--- src/rtl/march_pkg.sv ---
package march_pkg;

  localparam int NUM_ALGS = 7;
  localparam int ALG_W    = 3;
  localparam int ELEM_W   = 3;

  typedef enum logic [1:0] {S_IDLE, S_ISSUE, S_WAIT, S_FIN} bist_state_e;

  // One march element: direction, one or two ops, op kinds/values, background
  typedef struct packed {
    logic last;   // final element of the algorithm
    logic down;   // descending address order
    logic two;    // two operations per address
    logic rd0;    // first op is a read
    logic v0;     // first op value
    logic rd1;    // second op is a read
    logic v1;     // second op value
    logic chk;    // checkerboard background
  } elem_t;

  function automatic elem_t mk(logic last, logic down, logic two, logic rd0,
                               logic v0, logic rd1, logic v1, logic chk);
    elem_t e;
    e.last = last; e.down = down; e.two = two; e.rd0 = rd0;
    e.v0 = v0; e.rd1 = rd1; e.v1 = v1; e.chk = chk;
    return e;
  endfunction

  function automatic elem_t ucode(logic [ALG_W-1:0] alg, logic [ELEM_W-1:0] idx);
    elem_t e;
    e = mk(1'b1, 1'b0, 1'b0, 1'b0, 1'b0, 1'b0, 1'b0, 1'b0);
    case ({alg, idx})
      // code 0: solid zero-one
      6'o00: e = mk(0, 0, 0, 0, 0, 0, 0, 0);
      6'o01: e = mk(0, 0, 0, 1, 0, 0, 0, 0);
      6'o02: e = mk(0, 0, 0, 0, 1, 0, 0, 0);
      6'o03: e = mk(1, 0, 0, 1, 1, 0, 0, 0);
      // code 1: checkerboard
      6'o10: e = mk(0, 0, 0, 0, 0, 0, 0, 1);
      6'o11: e = mk(0, 0, 0, 1, 0, 0, 0, 1);
      6'o12: e = mk(0, 0, 0, 0, 1, 0, 0, 1);
      6'o13: e = mk(1, 0, 0, 1, 1, 0, 0, 1);
      // code 2: three elements
      6'o20: e = mk(0, 0, 0, 0, 0, 0, 0, 0);
      6'o21: e = mk(0, 0, 1, 1, 0, 0, 1, 0);
      6'o22: e = mk(1, 0, 0, 1, 1, 0, 0, 0);
      // code 3
      6'o30: e = mk(0, 0, 0, 0, 0, 0, 0, 0);
      6'o31: e = mk(0, 0, 1, 1, 0, 0, 1, 0);
      6'o32: e = mk(1, 1, 1, 1, 1, 0, 0, 0);
      // code 4
      6'o40: e = mk(0, 0, 0, 0, 0, 0, 0, 0);
      6'o41: e = mk(0, 0, 1, 1, 0, 0, 1, 0);
      6'o42: e = mk(0, 1, 1, 1, 1, 0, 0, 0);
      6'o43: e = mk(1, 0, 0, 1, 0, 0, 0, 0);
      // code 5
      6'o50: e = mk(0, 0, 0, 0, 0, 0, 0, 0);
      6'o51: e = mk(0, 0, 1, 1, 0, 0, 1, 0);
      6'o52: e = mk(0, 0, 1, 1, 1, 0, 0, 0);
      6'o53: e = mk(0, 0, 0, 1, 0, 0, 0, 0);
      6'o54: e = mk(0, 1, 1, 1, 0, 0, 1, 0);
      6'o55: e = mk(0, 1, 1, 1, 1, 0, 0, 0);
      6'o56: e = mk(1, 0, 0, 1, 0, 0, 0, 0);
      // code 6
      6'o60: e = mk(0, 0, 0, 0, 0, 0, 0, 0);
      6'o61: e = mk(0, 0, 1, 1, 0, 0, 1, 0);
      6'o62: e = mk(0, 0, 1, 1, 1, 0, 0, 0);
      6'o63: e = mk(0, 1, 1, 1, 0, 0, 1, 0);
      6'o64: e = mk(0, 1, 1, 1, 1, 0, 0, 0);
      6'o65: e = mk(1, 0, 0, 1, 0, 0, 0, 0);
      default: ;
    endcase
    return e;
  endfunction

endpackage

--- src/rtl/march_addr.sv ---
module march_addr #(
  parameter int DEPTH = 256,
  localparam int AW = (DEPTH > 1) ? $clog2(DEPTH) : 1
) (
  input  logic          clk,
  input  logic          rst,
  input  logic          load,
  input  logic          load_down,
  input  logic          step,
  output logic [AW-1:0] addr,
  output logic          at_end
);

  localparam logic [AW-1:0] TOP = AW'(DEPTH - 1);

  logic down_q;

  always_ff @(posedge clk) begin
    if (rst) begin
      addr   <= '0;
      down_q <= 1'b0;
    end else if (load) begin
      addr   <= load_down ? TOP : '0;
      down_q <= load_down;
    end else if (step) begin
      addr   <= down_q ? addr - 1'b1 : addr + 1'b1;
    end
  end

  assign at_end = down_q ? (addr == '0) : (addr == TOP);

  a_r3_in_range: assert property (@(posedge clk) disable iff (rst)
    addr <= TOP);

  a_r3_step_up: assert property (@(posedge clk) disable iff (rst)
    (step && !load && !down_q) |=> (addr == $past(addr) + 1'b1));

  a_r3_step_down: assert property (@(posedge clk) disable iff (rst)
    (step && !load && down_q) |=> (addr == $past(addr) - 1'b1));

endmodule

--- src/rtl/march_cmp.sv ---
module march_cmp #(
  parameter int W  = 8,
  parameter int AW = 8
) (
  input  logic          clk,
  input  logic          rst,
  input  logic          clr,
  input  logic          chk_en,
  input  logic [AW-1:0] addr,
  input  logic [W-1:0]  exp_d,
  input  logic [W-1:0]  act_d,
  output logic          fail,
  output logic [AW-1:0] fail_addr,
  output logic [W-1:0]  fail_exp,
  output logic [W-1:0]  fail_act
);

  always_ff @(posedge clk) begin
    if (rst || clr) begin
      fail      <= 1'b0;
      fail_addr <= '0;
      fail_exp  <= '0;
      fail_act  <= '0;
    end else if (chk_en && !fail && (act_d != exp_d)) begin
      fail      <= 1'b1;
      fail_addr <= addr;
      fail_exp  <= exp_d;
      fail_act  <= act_d;
    end
  end

  a_r7_sticky: assert property (@(posedge clk) disable iff (rst)
    (fail && !clr) |=> (fail && $stable(fail_addr) && $stable(fail_act)));

  a_r7_rise_on_read: assert property (@(posedge clk) disable iff (rst)
    $rose(fail) |-> $past(chk_en));

endmodule

--- src/rtl/sram_march_bist.sv ---
module sram_march_bist
  import march_pkg::*;
#(
  parameter int W     = 8,
  parameter int DEPTH = 256,
  localparam int AW   = (DEPTH > 1) ? $clog2(DEPTH) : 1
) (
  input  logic                clk,
  input  logic                rst,
  input  logic                start,
  input  logic [ALG_W-1:0]    alg_sel,
  input  logic [NUM_ALGS-1:0] alg_en,
  output logic [AW-1:0]       mem_addr,
  output logic [W-1:0]        mem_wdata,
  output logic                mem_we,
  output logic                mem_re,
  input  logic [W-1:0]        rd_data,
  input  logic                rd_valid,
  output logic                busy,
  output logic                done,
  output logic                fail,
  output logic [AW-1:0]       fail_addr,
  output logic [W-1:0]        fail_exp,
  output logic [W-1:0]        fail_act
);

  bist_state_e       state;
  logic [ALG_W-1:0]  alg_q;
  logic [ELEM_W-1:0] elem_q;
  logic              op_q;
  logic [W-1:0]      exp_q;

  elem_t             cur;
  logic              nxt_down;
  logic              op_rd, op_pol, last_op, adv, start_ok, fin_now;
  logic              ld, ld_down, step, at_end;
  logic [AW-1:0]     addr;
  logic [W-1:0]      bg;
  logic [7:0]        en_ext;

  assign en_ext   = 8'({1'b0, alg_en});
  assign start_ok = (state == S_IDLE) && start && en_ext[alg_sel];

  assign cur      = ucode(alg_q, elem_q);
  assign nxt_down = ucode(alg_q, elem_q + 1'b1).down;
  assign op_rd    = op_q ? cur.rd1 : cur.rd0;
  assign op_pol   = op_q ? cur.v1  : cur.v0;
  assign last_op  = !cur.two || op_q;

  assign adv      = ((state == S_ISSUE) && !op_rd) || ((state == S_WAIT) && rd_valid);
  assign fin_now  = adv && last_op && at_end && cur.last;
  assign ld       = start_ok || (adv && last_op && at_end && !cur.last);
  assign ld_down  = (state == S_IDLE) ? 1'b0 : nxt_down;
  assign step     = adv && last_op && !at_end;

  // data background: solid value or address-parity checkerboard
  always_comb begin
    for (int i = 0; i < W; i++) begin
      bg[i] = cur.chk ? (op_pol ^ addr[0] ^ i[0]) : op_pol;
    end
  end

  march_addr #(.DEPTH(DEPTH)) u_addr (
    .clk(clk), .rst(rst), .load(ld), .load_down(ld_down),
    .step(step), .addr(addr), .at_end(at_end)
  );

  march_cmp #(.W(W), .AW(AW)) u_cmp (
    .clk(clk), .rst(rst), .clr(start_ok),
    .chk_en((state == S_WAIT) && rd_valid),
    .addr(mem_addr), .exp_d(exp_q), .act_d(rd_data),
    .fail(fail), .fail_addr(fail_addr), .fail_exp(fail_exp), .fail_act(fail_act)
  );

  always_ff @(posedge clk) begin
    if (rst) begin
      state     <= S_IDLE;
      alg_q     <= '0;
      elem_q    <= '0;
      op_q      <= 1'b0;
      exp_q     <= '0;
      mem_addr  <= '0;
      mem_wdata <= '0;
      mem_we    <= 1'b0;
      mem_re    <= 1'b0;
      busy      <= 1'b0;
      done      <= 1'b0;
    end else begin
      mem_we <= 1'b0;
      mem_re <= 1'b0;
      done   <= 1'b0;
      case (state)
        S_IDLE: if (start_ok) begin
          alg_q  <= alg_sel;
          elem_q <= '0;
          op_q   <= 1'b0;
          busy   <= 1'b1;
          state  <= S_ISSUE;
        end
        S_ISSUE: begin
          mem_addr  <= addr;
          mem_wdata <= op_rd ? '0 : bg;
          mem_we    <= !op_rd;
          mem_re    <= op_rd;
          exp_q     <= bg;
          if (op_rd) state <= S_WAIT;
        end
        S_FIN: begin
          busy  <= 1'b0;
          done  <= 1'b1;
          state <= S_IDLE;
        end
        default: ;
      endcase
      if (adv) begin
        op_q  <= !last_op;
        state <= fin_now ? S_FIN : S_ISSUE;
        if (last_op && at_end && !cur.last) elem_q <= elem_q + 1'b1;
      end
    end
  end

  a_r5_exclusive: assert property (@(posedge clk) disable iff (rst)
    !(mem_we && mem_re));

  a_r5_stall: assert property (@(posedge clk) disable iff (rst)
    (state == S_WAIT && !rd_valid) |=> (!mem_we && !mem_re));

  a_r8_pulse: assert property (@(posedge clk) disable iff (rst)
    done |=> !done);

  a_r8_idle_at_done: assert property (@(posedge clk) disable iff (rst)
    done |-> !busy);

  a_r9_access_busy: assert property (@(posedge clk) disable iff (rst)
    (mem_we || mem_re) |-> busy);

  a_r9_reject: assert property (@(posedge clk) disable iff (rst)
    (state == S_IDLE && start && !start_ok) |=> (state == S_IDLE && !busy));

endmodule

--- config.mk ---
export PLATFORM = sky130hd
export DESIGN_NAME = sram_march_bist
export DESIGN_NICKNAME = d
export VERILOG_FILES = /design/src/rtl/march_pkg.sv /design/src/rtl/march_addr.sv /design/src/rtl/march_cmp.sv /design/src/rtl/sram_march_bist.sv
export SDC_FILE = /design/constraint.sdc
export NUM_CORES = 1
export LEC_CHECK = 0
export CORE_ASPECT_RATIO = 1.1
export CORE_MARGIN = 3
export CORE_UTILIZATION = 50
export DETAILED_ROUTE_END_ITERATION = 7
export GPL_TIMING_DRIVEN = 0
export HOLD_SLACK_MARGIN = 0.02
export PLACE_DENSITY = 0.9
export SYNTH_ARGS = -nofsm -noshare
export SYNTH_HDL_FRONTEND = slang
export SYNTH_SLANG_ARGS = --single-unit
--- constraint.sdc ---
create_clock -name clk -period 4.8 [get_ports clk]
set_input_delay 0.48 -clock clk [delete_from_list [all_inputs] [get_ports clk]]
set_output_delay 0.48 -clock clk [all_outputs]
set_load 0.01 [all_outputs]
==> results.yml <==
power:
  power.leakage_nw: 1.40
  peakVddDrop_v: 0.000134
  powerDensity_nw_per_um2: 230
worst_setup_path:
  end_kind: "flop"
  cp.arrival_ns: 3.03
  slowest_stage: "a211oi_2"
  path_cells: "inv_1, ha_1, buf_2, and3_1, o21ai_2, nand4_1, a221o_2, a211oi_2, nand3_1, o32ai_2"
  crit_type: "flop to flop"
  crit_buf_inv: 2
  path_delay_family: "compound AO/OA/AOI/OAI gates"
  required_ns: 5.02
  critPathMaxFanout: 10
  crit_path_max_incr_delay_ns: 0.53
  start_kind: "flop"
sta:
  rsz0062_at_grt: "false"
  final.setup.tns_ns: 0
  maxSlewViolCount: 0
  setup_viol: 0
  slew_headroom_pct: 52.4
  skew_ns: 0.00615
  fmax_ghz: 0.357
  hold_slack_ns: 0.462
  tightest_slew_ns: 0.712
  hold_violations: 0
  period_minus_slack_ns: 2.80
  post-route-period-util_pct: 58.4
detailed_routing:
  drt_iter0_markers: 252
  num_vias: 2964
  avgViaCountPerCell: 5.77
  final_antenna_net_count: 0
  routed_wirelength_um: 7840
  wl_per_cell_um: 15.2
  drt_first_pass_iters: 6
  drc: 0
synthesis:
  synthXorXnorAreaFrac_pct: 2.54
  synthArstFlopShare_pct: 0
  yosysTopAreaCellShare_pct: 34.1
  synth_area_leaders: "dfxtp_1 34%, mux2i_1 7.4%, nand2_1 4.7%"
  synth_flop_cell: "dfxtp_1"
  synth_area_um2: 3110
  synth-simple-area-share_pct: 23.9
  synth_cells: 364
  synth_edf_count: 0
  synth_compound_area_share_pct: 18.9
  yosys.area.top_type: "dfxtp_1"
  synth_seq_cells: 53
  synthAdderAreaFrac_pct: 5.07
  yosysUniqueCellTypes: 65
  synth_area_per_cell_um2: 8.54
  yosys_warnings: 0
  synth_top_family_by_area: "simple AND/OR/NAND/NOR gates"
  synthMuxAreaShare_pct: 8.13
  synth_fp_nets: 398
  synth_sequential_area_ratio_pct: 34.1
layout:
  synthToLayoutAreaGrowth_pct: 26.8
  drive_above_1_share_pct: 10.1
  antenna-diode-count: 0
  final_nets: 470
  stdcell_count: 514
  fill_cells: 464
floorplan:
  die_w_um: 81.2
  die_area_um2: 7200
  coreArea_um2: 5880
  boundaryPins: 67
  initial_utilization_pct: 52.9
  die_height_um: 88.7
  core.rowCount: 29
placed_design:
  place_congestion: 0.868
  io_buffers: 65
  post-place-cells: 506
  hpwl_um: 5850
global_routing:
  grt_pass1_vias: 2773
  track_usage_pct: 22.4
  grt_overflow: 0
  grt_pass1_wl_um: 12700
  antenna_found_initial: 0
  grt_start_max_net_pins: 17
status:
  outcome: "finished clean"
clocking:
  numCtsBuffers: 5
  cts_root_buffer: "clkbuf_8"
  cts_buffer_depth: 2
  cts.clk_slew.worst_paths_ns: 0.09
  cts_sinks: 53
  hold_buffers: 0
  clk_latency_ns: 0.31
  cts_max_level: 2
  postCtsSetupBuffers: 0
  tritoncts: "done"
  cts_resized: 0
job:
  maxCapViolations: 0
worst_hold_path:
  hold_class: "flop to flop"
-- cell usage after synthesis, drive strengths merged, types with 2 or more instances --
cell type   n
nand2      39
clkbuf      8
inv        12
o21ai      18
o31a        2
and2        4
nor4b       4
dfxtp      53
nand2b      6
buf        21
nand3       9
a211oi      8
xor2        3
ha         11
a221oi      2
a22oi       2
nand3b      6
xnor2       6
or4         2
nor2       38
or2         2
nand4       5
nor2b       8
o21a        2
or3         2
a21oi      29
nor3        7
o32ai       3
o211ai      2
mux2i      23
and3        6
-- worst register-to-register path, cell delays in order (launching register included) --
cell and delay, ns:
dfxtp_1 0.44, inv_1 0.10, ha_1 0.19, buf_2 0.17
and3_1 0.20, o21ai_2 0.17, nand4_1 0.17, a221o_2 0.44
a211oi_2 0.53, nand3_1 0.18, o32ai_2 0.13
-- registers in the layout (all words and copies together), names as in the netlist, 2 cells and up --
| name | cells |
|---|---|
| u_cmp.fail_exp | 2 |
| mem_wdata | 2 |
| elem_q | 3 |
| u_cmp.fail_addr | 8 |
| exp_q | 2 |
| state | 2 |
| u_addr.addr | 8 |
| u_cmp.fail_act | 8 |
| mem_addr | 8 |
| alg_q | 3 |
-- cell type report --
class                      count  area (um^2)  share of cell area [%]
multi-input combinational    270         1820                    46.2
sequential                    53         1060                    26.9
timing repair buffer          65          651                    16.5
buffer                        29          183                    4.63
tap                           77         96.3                    2.44
clock buffer                   6         72.6                    1.84
inverter                      12         45.0                    1.14
clock inverter                 2         13.8                   0.349
-- layer usage --
metal  vias to the layer above  GRT usage [%]  wire [um]  share of wire (%)
met4                         0           7.68        157                2.0
met1                      1396           27.2       3220                 41
met5                         -              0          0                  0
met3                        19           3.97        547                7.0
li1                       1428              -          -                  -
met2                       121           39.8       3920                 50
-- worst paths after layout --
| check | startpoint | to | slack, ns | cells past startpoint |
|---|---|---|---|---|
| setup / recovery | elem_q[0] | u_addr.addr[0] | 2.00 | 10 |
| hold / removal | busy | busy | 0.46 | 2 |
| setup reg to reg | elem_q[0] | u_addr.addr[0] | 2.00 | 10 |
| hold reg to reg | busy | busy | 0.46 | 2 |
-- kinds of logic (layout without fill, tap and decap cells) --
group | after synthesis | in the layout
flip-flops | 53 | 53
XOR/XNOR | 9 | 9
AND/OR/NAND/NOR | 143 | 143
adder cells (fa/ha/maj) | 12 | 12
AO/OA/AOI/OAI | 82 | 82
multiplexers | 24 | 24
buffers and inverters | 41 | 114
-- report_power, final --
| group | total (mW) | internal, mW | switching, mW |
|---|---|---|---|
| clock network | 0.252 | 0.104 | 0.148 |
| logic | 0.177 | 0.0810 | 0.0957 |
| registers | 0.479 | 0.458 | 0.0214 |
| total | 0.908 | 0.643 | 0.265 |
-- layout by cell type, fill, tap and decap left out, types with 11 or more instances in the layout --
master and count:
nor2_1 38, buf_4 14, a21oi_1 28, nand2_1 39, clkdlybuf4s50_1 65, ha_1 11
o21ai_0 17, inv_1 12, dfxtp_1 53, mux2i_1 23
-- per-stage QoR --
stage                     util (%)  power [mW]  cell area, um^2  worst slack, ns
after detailed placement      65.6       0.662             3860             1.80
final                         67.1       0.908             3940             2.00
after global placement        65.6       0.654             3860             1.84
after floorplan                  -       0.597             3110             2.32
after global routing          67.1       0.947             3940             1.81
after CTS                     67.1       0.908             3940             2.03
Power figures use the tool's default switching activity.
